$ cat src/rtl/tsense_pkg.sv
package tsense_pkg;
    localparam int DW = 32;
    localparam logic [31:0] SCALE_NUM = 32'd1627604160;
    localparam logic signed [31:0] CODE_BIAS = 32'sd3350;
    localparam logic signed [31:0] TEMP_CEIL = 32'sd200000;
    localparam logic signed [31:0] TEMP_FLOOR = 32'sh8000_0000;
    localparam logic signed [31:0] TREF_MULT = 32'sd500;
    localparam logic [31:0] GE_BASE = 32'd10000;
    localparam int DEF_GE = 512;
    localparam int DEF_VTS = 260;
    localparam int DEF_TREF = 40;

    typedef enum logic [2:0] {
        ST_LOAD,
        ST_SCALE1,
        ST_SCALE2,
        ST_READY,
        ST_CONV
    } conv_state_t;
endpackage

$ cat src/rtl/tsense_calsel.sv
module tsense_calsel #(
    parameter int NSENS = 6,
    parameter int VW = 9,
    parameter int GW = 10,
    parameter int TW = 6,
    parameter int MW = 6
) (
    input  logic                    cal_ok,
    input  logic [GW-1:0]           gain_in,
    input  logic [NSENS*VW-1:0]     offs_in,
    input  logic [TW-1:0]           tref_in,
    input  logic [MW-1:0]           smag,
    input  logic                    ssgn,
    input  logic                    id_bit,
    output logic [GW-1:0]           gain_eff,
    output logic [NSENS*VW-1:0]     offs_eff,
    output logic [TW-1:0]           tref_eff,
    output logic signed [31:0]      slope_eff
);
    import tsense_pkg::*;

    assign gain_eff = cal_ok ? gain_in : GW'(DEF_GE);
    assign tref_eff = cal_ok ? tref_in : TW'(DEF_TREF);

    for (genvar g = 0; g < NSENS; g++) begin : g_offs
        assign offs_eff[g*VW +: VW] = cal_ok ? offs_in[g*VW +: VW] : VW'(DEF_VTS);
    end

    logic signed [31:0] mag_ext;
    assign mag_ext = $signed({{(32-MW){1'b0}}, smag});

    always_comb begin
        if (!cal_ok)
            slope_eff = '0;
        else if (ssgn && id_bit)
            slope_eff = -mag_ext;
        else
            slope_eff = mag_ext;
    end
endmodule

$ cat src/rtl/tsense_divider.sv
module tsense_divider #(
    parameter int W = 32
) (
    input  logic         clk,
    input  logic         rst_n,
    input  logic         start,
    input  logic [W-1:0] dvd,
    input  logic [W-1:0] dsr,
    output logic         busy,
    output logic         done,
    output logic [W-1:0] quo
);
    localparam int CW = $clog2(W + 1);

    logic [W-1:0]  acc;
    logic [W-1:0]  q;
    logic [W-1:0]  dvd_q;
    logic [W-1:0]  dsr_q;
    logic [CW-1:0] cnt;
    logic [W:0]    shifted;
    logic [W:0]    trial;

    assign shifted = {acc, q[W-1]};
    assign trial   = shifted - {1'b0, dsr_q};
    assign quo     = q;

    always_ff @(posedge clk or negedge rst_n) begin
        if (!rst_n) begin
            acc   <= '0;
            q     <= '0;
            dvd_q <= '0;
            dsr_q <= '0;
            cnt   <= '0;
            busy  <= 1'b0;
            done  <= 1'b0;
        end else if (start) begin
            acc   <= '0;
            q     <= dvd;
            dvd_q <= dvd;
            dsr_q <= dsr;
            cnt   <= CW'(W);
            busy  <= 1'b1;
            done  <= 1'b0;
        end else if (busy) begin
            if (!trial[W]) begin
                acc <= trial[W-1:0];
                q   <= {q[W-2:0], 1'b1};
            end else begin
                acc <= shifted[W-1:0];
                q   <= {q[W-2:0], 1'b0};
            end
            cnt  <= cnt - 1'b1;
            busy <= (cnt != CW'(1));
            done <= (cnt == CW'(1));
        end else begin
            done <= 1'b0;
        end
    end

    // each quotient is exact truncating division
    p_div_exact_r2: assert property (@(posedge clk) disable iff (!rst_n)
        done |-> (({{W{1'b0}}, q} * {{W{1'b0}}, dsr_q} + {{W{1'b0}}, acc}
                   == {{W{1'b0}}, dvd_q}) && (acc < dsr_q)));
endmodule

$ cat src/rtl/tsense_conv.sv
module tsense_conv #(
    parameter int NSENS = 6,
    parameter int VW = 9,
    parameter int GW = 10,
    parameter int TW = 6,
    parameter int MW = 6,
    parameter int KW = 8,
    parameter int RW = 16,
    parameter int CW = 12,
    localparam int IW = (NSENS > 1) ? $clog2(NSENS) : 1
) (
    input  logic                     clk,
    input  logic                     rst_n,
    input  logic                     cal_load,
    input  logic                     cal_ok,
    input  logic [GW-1:0]            cal_gain,
    input  logic [NSENS*VW-1:0]      cal_offs,
    input  logic [TW-1:0]            cal_tref,
    input  logic [MW-1:0]            cal_smag,
    input  logic                     cal_ssgn,
    input  logic                     cal_id,
    input  logic [KW-1:0]            slope_k,
    input  logic                     s_valid,
    output logic                     s_ready,
    input  logic [IW-1:0]            s_sensor,
    input  logic [RW-1:0]            s_raw,
    input  logic                     s_last,
    output logic                     t_done,
    output logic [IW-1:0]            t_sensor,
    output logic signed [31:0]       t_milli,
    output logic                     grp_done,
    output logic signed [31:0]       grp_max
);
    import tsense_pkg::*;

    conv_state_t state, state_nx;

    logic [GW-1:0]        ge_eff;
    logic [NSENS*VW-1:0]  offs_eff;
    logic [TW-1:0]        tref_eff;
    logic signed [31:0]   slope_eff;

    logic [GW-1:0]        ge_q;
    logic [VW-1:0]        vts_q [NSENS];
    logic [TW-1:0]        tref_q;
    logic signed [31:0]   scale_q;
    logic signed [31:0]   diff_q;
    logic [IW-1:0]        idx_q;
    logic                 last_q;
    logic signed [31:0]   grp_run;

    logic                 dv_start, dv_busy, dv_done;
    logic [31:0]          dv_dvd, dv_dsr, dv_quo;

    logic [VW-1:0]        vts_sel;
    logic signed [31:0]   diff_new, prod, temp, clamped, newmax;
    logic                 raw_hi_unused;

    assign raw_hi_unused = ^s_raw[RW-1:CW];

    tsense_calsel #(.NSENS(NSENS), .VW(VW), .GW(GW), .TW(TW), .MW(MW)) u_calsel (
        .cal_ok(cal_ok), .gain_in(cal_gain), .offs_in(cal_offs), .tref_in(cal_tref),
        .smag(cal_smag), .ssgn(cal_ssgn), .id_bit(cal_id),
        .gain_eff(ge_eff), .offs_eff(offs_eff), .tref_eff(tref_eff), .slope_eff(slope_eff)
    );

    tsense_divider #(.W(DW)) u_div (
        .clk(clk), .rst_n(rst_n), .start(dv_start), .dvd(dv_dvd), .dsr(dv_dsr),
        .busy(dv_busy), .done(dv_done), .quo(dv_quo)
    );

    // state register
    always_ff @(posedge clk or negedge rst_n) begin
        if (!rst_n) state <= ST_LOAD;
        else        state <= state_nx;
    end

    always_comb begin
        state_nx = state;
        unique case (state)
            ST_LOAD:   state_nx = ST_SCALE1;
            ST_SCALE1: if (dv_done) state_nx = ST_SCALE2;
            ST_SCALE2: if (dv_done) state_nx = ST_READY;
            ST_READY:  if (cal_load) state_nx = ST_LOAD;
                       else if (s_valid) state_nx = ST_CONV;
            ST_CONV:   state_nx = ST_READY;
            default:   state_nx = ST_LOAD;
        endcase
    end

    // control outputs
    always_comb begin
        s_ready  = (state == ST_READY) && !cal_load;
        dv_start = (state == ST_LOAD) || ((state == ST_SCALE1) && dv_done);
        if (state == ST_LOAD) begin
            dv_dvd = SCALE_NUM;
            dv_dsr = {{(DW-KW){1'b0}}, slope_k} + $unsigned(slope_eff);
        end else begin
            dv_dvd = dv_quo;
            dv_dsr = GE_BASE + {{(DW-GW){1'b0}}, ge_q};
        end
    end

    // conversion arithmetic
    always_comb begin
        vts_sel = '0;
        for (int i = 0; i < NSENS; i++)
            if (s_sensor == IW'(i)) vts_sel = vts_q[i];
        diff_new = $signed({{(DW-CW){1'b0}}, s_raw[CW-1:0]})
                 - $signed({{(DW-VW){1'b0}}, vts_sel}) - CODE_BIAS;
        prod     = scale_q * diff_q;
        temp     = $signed({{(DW-TW){1'b0}}, tref_q}) * TREF_MULT - (prod >>> 3);
        clamped  = (temp > TEMP_CEIL) ? 32'sd0 : temp;
        newmax   = (clamped > grp_run) ? clamped : grp_run;
    end

    always_ff @(posedge clk or negedge rst_n) begin
        if (!rst_n) begin
            ge_q     <= '0;
            tref_q   <= '0;
            for (int i = 0; i < NSENS; i++) vts_q[i] <= '0;
            scale_q  <= '0;
            diff_q   <= '0;
            idx_q    <= '0;
            last_q   <= 1'b0;
            grp_run  <= TEMP_FLOOR;
            t_done   <= 1'b0;
            t_sensor <= '0;
            t_milli  <= '0;
            grp_done <= 1'b0;
            grp_max  <= '0;
        end else begin
            t_done   <= 1'b0;
            grp_done <= 1'b0;
            unique case (state)
                ST_LOAD: begin
                    ge_q   <= ge_eff;
                    tref_q <= tref_eff;
                    for (int i = 0; i < NSENS; i++) vts_q[i] <= offs_eff[i*VW +: VW];
                end
                ST_SCALE2: if (dv_done) scale_q <= $signed(dv_quo);
                ST_READY: if (s_valid && s_ready) begin
                    diff_q <= diff_new;
                    idx_q  <= s_sensor;
                    last_q <= s_last;
                end
                ST_CONV: begin
                    t_done   <= 1'b1;
                    t_sensor <= idx_q;
                    t_milli  <= clamped;
                    if (last_q) begin
                        grp_max  <= newmax;
                        grp_done <= 1'b1;
                        grp_run  <= TEMP_FLOOR;
                    end else begin
                        grp_run  <= newmax;
                    end
                end
                default: ;
            endcase
        end
    end

    p_busy_noready_r2: assert property (@(posedge clk) disable iff (!rst_n)
        dv_busy |-> !s_ready);
    p_done_lat_r8: assert property (@(posedge clk) disable iff (!rst_n)
        (s_valid && s_ready) |-> ##2 t_done);
    p_ready_drop_r8: assert property (@(posedge clk) disable iff (!rst_n)
        (s_valid && s_ready) |=> !s_ready);
    p_ceiling_r4: assert property (@(posedge clk) disable iff (!rst_n)
        t_done |-> (t_milli <= TEMP_CEIL));
    p_grp_ge_r9: assert property (@(posedge clk) disable iff (!rst_n)
        grp_done |-> (t_done && (grp_max >= t_milli)));
endmodule

$ cat config.mk
export PLATFORM = sky130hd
export DESIGN_NAME = tsense_conv
export DESIGN_NICKNAME = d
export VERILOG_FILES = /design/src/rtl/tsense_pkg.sv /design/src/rtl/tsense_calsel.sv /design/src/rtl/tsense_divider.sv /design/src/rtl/tsense_conv.sv
export SDC_FILE = /design/constraint.sdc
export NUM_CORES = 2
export LEC_CHECK = 0
export CAP_MARGIN = 15
export CELL_PAD_IN_SITES_DETAIL_PLACEMENT = 0
export CELL_PAD_IN_SITES_GLOBAL_PLACEMENT = 1
export CORE_MARGIN = 2
export CORE_UTILIZATION = 40
export CTS_CLUSTER_DIAMETER = 50
export DETAILED_ROUTE_END_ITERATION = 12
export PLACE_DENSITY_LB_ADDON = 0.1
export SYNTH_ARGS = -nofsm -noshare
export SYNTH_HDL_FRONTEND = slang
export SYNTH_SLANG_ARGS = --single-unit
$ cat constraint.sdc
create_clock -name clk -period 10.19 [get_ports clk]
set_clock_uncertainty 0.15 [all_clocks]
set_input_delay 1.019 -clock clk [delete_from_list [all_inputs] [get_ports clk]]
set_output_delay 1.019 -clock clk [all_outputs]
set_load 0.03 [all_outputs]
# --- Word-level counts from Yosys, hierarchy flattened ---
# Cells that the tools add are included.
classes:
  add_sub_neg: 8
  multipliers: 2
  order_cmp: 2
  n_eq_ne: 15
  mux: 41
  reduce_logical: 14
ops:
  columns: ["cell", "count"]
  rows:
  - ["$mux 32", 12]
  - ["$mux 9", 12]
  - ["$sub 33x32->33", 1]
  - ["$add 8x32->32", 1]
  - ["$gt 32x32->1", 1]
  - ["$mul 32x32->32", 1]
  - ["$neg 6->32", 1]
  - ["$gt 30x19->1 const B", 1]
  - ["$sub 16x29->30", 1]
  - ["$mux 6", 3]
  - ["$add 14x10->15 const A", 1]
  - ["$pmux 3 s5", 1]
  - ["$sub 13x13->14 const B", 1]
  - ["$mul 6x7->13 const B", 1]
  - ["$sub 12x9->13", 1]
  - ["$eq 3x2->1 const B", 4]
  - ["$mux 3", 4]
  - ["$mux 10", 1]
  - ["$eq 3x3->1 const B", 3]
  - ["$mux 1", 8]
  - ["$reduce_and 2->1", 4]
  - ["$eq 3x1->1 const B", 2]
  - ["$eq 6x1->1 const B", 1]
  - ["$logic_not 3->1", 2]
  - ["9 further kinds", 14]
word_totals:
  ff_bits: 346
  input_bits: 111

# --- Longest topological paths before layout ---
logic_depth:
  depth_word: 9
  mapped_depth: 51
  depth_no_buf: 46

# --- Modules after synthesis ---
# From an unflattened synthesis, not the netlist that was laid out.
unflattened:
  hier_cells: 4089
  hier_area_um2: 36189.7
modules_own_cells:
  columns: ["module", "instances", "cells_per_inst", "area_per_inst_um2", "seq_area_each_um2"]
  rows:
  - ["tsense_conv", 1, 3211, 28708.8, 5556.6]
  - ["tsense_divider", 1, 746, 6647.6, 2602.5]
  - ["tsense_calsel", 1, 132, 833.3, 0.0]

# --- Worst setup path before layout ---
# Ideal clock, no wire load.
synth_timing:
  kind: "reg-to-reg"
  from: "register scale_q[6]"
  to: "register grp_run[15]"
  arrival_ns: 10.954
  path_slack_ns: -1.035
  stages_incl_launch_ff: 46
  n_path_buf: 5
  path_cell_list: "dfrtp_1 clkbuf_1 clkbuf_1 and2_1 fa_1 inv_1 fa_1 fa_1 inv_1 fa_1 ha_1 ha_1 inv_1 fa_1 fa_1 inv_1 ha_1 a21o_1 [... 10 more ...] a41oi_1 nor4b_1 o2111ai_1 a211oi_1 o41ai_4 buf_6 and2_1 ha_1 nand4_1 nor4_1 inv_1 or3_1 o31ai_1 nor2_1 and2_1 buf_4 buf_6 a22o_1"
synth_via:
  elab_chain_cells: 7
synth_rtl:
  columns: ["element", "line_no", "text"]
  rows:
  - ["from (decl)", "tsense_conv.sv:46", "logic signed [31:0] scale_q;"]
  - ["from (signal assigned)", "tsense_conv.sv:141", "ST_SCALE2: if (dv_done) scale_q <= $signed(dv_quo);"]
  - ["$mul 32x32->32 (*)", "tsense_conv.sv:111", "prod = scale_q * diff_q;"]
  - ["$sub 16x29->30 (*)", "tsense_conv.sv:112", "temp = $signed({{(DW-TW){1'b0}}, tref_q}) * TREF_MULT - (prod >>> 3);"]
  - ["$gt 30x19->1", "tsense_conv.sv:113", "clamped = (temp > TEMP_CEIL) ? 32'sd0 : temp;"]
  - ["$mux 32 (*)", "tsense_conv.sv:113", null]
  - ["net clamped[25]", "tsense_conv.sv:56", "logic signed [31:0] diff_new, prod, temp, clamped, newmax;"]
  - ["$gt 32x32->1 (*)", "tsense_conv.sv:114", "newmax = (clamped > grp_run) ? clamped : grp_run;"]
  - ["$mux 32 (*)", "tsense_conv.sv:114", null]
  - ["$mux 32 (*)", "tsense_conv.sv:151", "if (last_q) begin"]
  - ["to (signal assigned)", "tsense_conv.sv:156", "grp_run <= newmax;"]
  - ["to (decl)", "tsense_conv.sv:50", "logic signed [31:0] grp_run;"]
# Mark *: on every way through the listed nets, which the timed path passes. The rest lies on a longest branch.
# A chain may end at the register's enable or synchronous reset.

# --- Worst setup path after layout ---
layout_timing:
  from: "register scale_q[7]"
  to: "register grp_run[12]"
# The elaborated chain is that of the path after synthesis.

==> impl_metrics.tcl <==
set metrics [dict create \
    syn_nets 4529 \
    syn2layout_area_growth_pct 25.58 \
    grt_max_degree 89 \
    synth_area_per_cell_um2 9.074 \
    cts-root-buf "clkbuf_16" \
    syn-cell-area_mm2 0.03418 \
    setup_violations 64 \
    htreeDepth 2 \
    first_global_vias 28060 \
    synth-edff-count 0 \
    grt_first_pass_wirelength_um 153100 \
    fill_cells 8184 \
    cts_sinks 325 \
    drc_errors 0 \
    slowest_delay_ns 0.54 \
    io_buffer_count 176 \
    setup_ws_ns -0.7604 \
    fin_area_mm2 0.04292 \
    synth_top_area_frac 0.2372 \
    dieArea_mm2 0.08781 \
    arrival_ns 11.24 \
    netlist_instances 3767 \
    synthArstFlopShare 1.000 \
    hold_violations 0 \
    crit_path_top_delay_cell "fa_1" \
    grt.overflow.total 0 \
    rows 107 \
    start_util 0.4027 \
    firstDrtPassIters 5 \
    gr-usage-all-layers 0.2195 \
    drive_gt1_frac 0.1784 \
    rsz0062_at_grt "true" \
    status "finished with violations" \
    stdcell_count 5489 \
    violations "setup timing" \
    n_antenna_cell 0 \
    maxSlewHeadroom 0.3341 \
    clk_latency_ns 0.60 \
    io_pins 181 \
    fmax_mhz 91.32 \
    final_core_util 0.5057 \
    fp.dieH_um 296.3 \
    layout_commonest_cell "inv_1" \
    coreArea_mm2 0.08488 \
    period_minus_slack_ns 10.95 \
    worstSetupEndpointType "flip-flop" \
    cts_made_buffers 48 \
    hp-class "in -> async" \
    die-width_um 296.3 \
    synth-seq-cells 325 \
    cts_tree "yes" \
    synth.yosys.warnings 0 \
    vias 26940 \
    cp_top_family "adder cells" \
    wl_um 93530 \
    crit_buf_inv 15 \
    ys_seq_area_frac 0.2380 \
    synth_ff_type "dfrtp_1" \
    synth_area_leaders "dfrtp_1 24%, fa_1 22%, ha_1 9.9%" \
    placed_area_mm2 0.04055 \
    place_congestion 0.8490 \
    maxCapViolCount 0 \
    worst_pin_slew_ns 0.9988 \
    antenna_found_initial 3 \
    clk_pin_slew_ns 0.06 \
    crit_path_frequent_cell "fa_1" \
    critical_path_class "reg -> reg" \
    drtIter0Drc 1201 \
    dp.final_hpwl_um 75400 \
    cp_max_fo 8 \
    hold_buffers 0 \
    synth_cell_types 86 \
    cts_buffer_depth 3 \
    finalCritPeriodShare 1.075 \
    wl_per_cell_um 17.04 \
    via_per_inst 4.907 \
    final_cell_mix "591 x inv_1, 461 x buf_4, 445 x nand2_1" \
    maxSlewViolCount 0 \
    fin_setup_tns_ns -42.62 \
    cp-start-kind "flip-flop" \
    antenna_left 0 \
    dp_cells 5358 \
    yosys.area.top_type "dfrtp_1" \
    cp.required_ns 10.48 \
    num-nets-final 5069 \
]
## per-layer routing
layer / up-vias / wire length, um / GRT usage
met5: - / 23 / 0
met3: 79 / 3012 / 0.02510
li1: 13270 / - / -
met1: 13290 / 44180 / 0.3093
met2: 294 / 45050 / 0.3697
met4: 4 / 1256 / 0.03461
## cells by family after synthesis
family | Yosys count | synth area share
flops | 325 | 0.2380
compound gates | 597 | 0.1141
mux | 103 | 0.03324
fa+ha+maj | 651 | 0.3218
simple gates | 1147 | 0.1632
buf+inv | 776 | 0.08665
xor+xnor | 168 | 0.04305
## path summary, 6_finish.rpt
check | startpoint | end | slack, ns | cells past startpoint
max | scale_q[7]$_DFFE_PN0P_ | grp_run[12]$_DFFE_PN0P_ | -0.76 | 48
min | rst_n | scale_q[20]$_DFFE_PN0P_ | 0.28 | 1
max reg2reg | scale_q[7]$_DFFE_PN0P_ | grp_run[12]$_DFFE_PN0P_ | -0.76 | 48
min reg2reg | vts_q[6]$_DFFE_PN0P_ | vts_q[6]$_DFFE_PN0P_ | 0.31 | 2
max in group asynchronous | rst_n | diff_q[1]$_DFFE_PN0P_ | 7.56 | 3
min in group clk | vts_q[6]$_DFFE_PN0P_ | vts_q[6]$_DFFE_PN0P_ | 0.31 | 2
## repair_timing
action                                  in CTS  in global routing
gates resized for setup                     48                 40
setup buffers                               40                  6
gates cloned                                 3                  0
hold endpoints to repair                     0                  0
endpoints found under the setup margin      64                 64
pin swaps                                   31                 39
## area by class of cell
cell class	count	area, um2	share of cell area
inverters	595	2233	0.05203
clock inverters	29	320.3	0.007462
clock buffers	59	1303	0.03034
well taps	1144	1431	0.03335
multi-input cells	2666	23640	0.5507
repair buffers	671	5852	0.1363
flip-flops and latches	325	8144	0.1897
## through the flow
step           worst slack [ns]  hold WS (ns)
2_1_floorplan           -0.3560        0.2798
3_3_place_gp            -0.9920        0.2921
3_5_place_dp             -1.108        0.2990
4_1_cts                 -0.8037        0.2947
5_1_grt                  -1.364        0.3312
6_report                -0.7604        0.2817
## synthesized netlist by cell type (25+ instances only)
cell type and count:
o211ai_1 27, nand3_1 121, xnor2_1 116, nor2_1 150
a21o_1 66, mux2_2 64, fa_1 380, a21oi_1 144
nor3_1 31, o21a_1 25, o21ai_0 129, dfrtp_1 324
mux2i_1 37, clkbuf_1 166, xor2_1 52, inv_1 593
and2_1 272, a31oi_1 58, ha_1 271, nand2_1 446
## sequential cells by signal (all words and copies together) (netlist names)
signal	cells
vts_q	54
idx_q	3
u_div.done	1
t_milli	30
last_q	1
state	3
t_sensor	3
u_div.dsr_q	31
ge_q	10
u_div.quo	32
grp_done	1
u_div.cnt	6
scale_q	32
grp_max	32
t_done	1
u_div.busy	1
u_div.acc	32
tref_q	6
diff_q	14
grp_run	32
## worst register-to-register path: cells and delay by family (launching register included)
family | cells | cell delay (ns)
mux | 1 | 0.09
flops | 1 | 0.44
xor+xnor | 2 | 0.29
compound gates | 10 | 2.19
buf+inv | 15 | 1.81
simple gates | 10 | 1.67
fa+ha+maj | 10 | 4.15
Power is left out: the tool's default activity adds up to more than one toggle a clock period on the data nets, which glitch-free logic cannot reach.
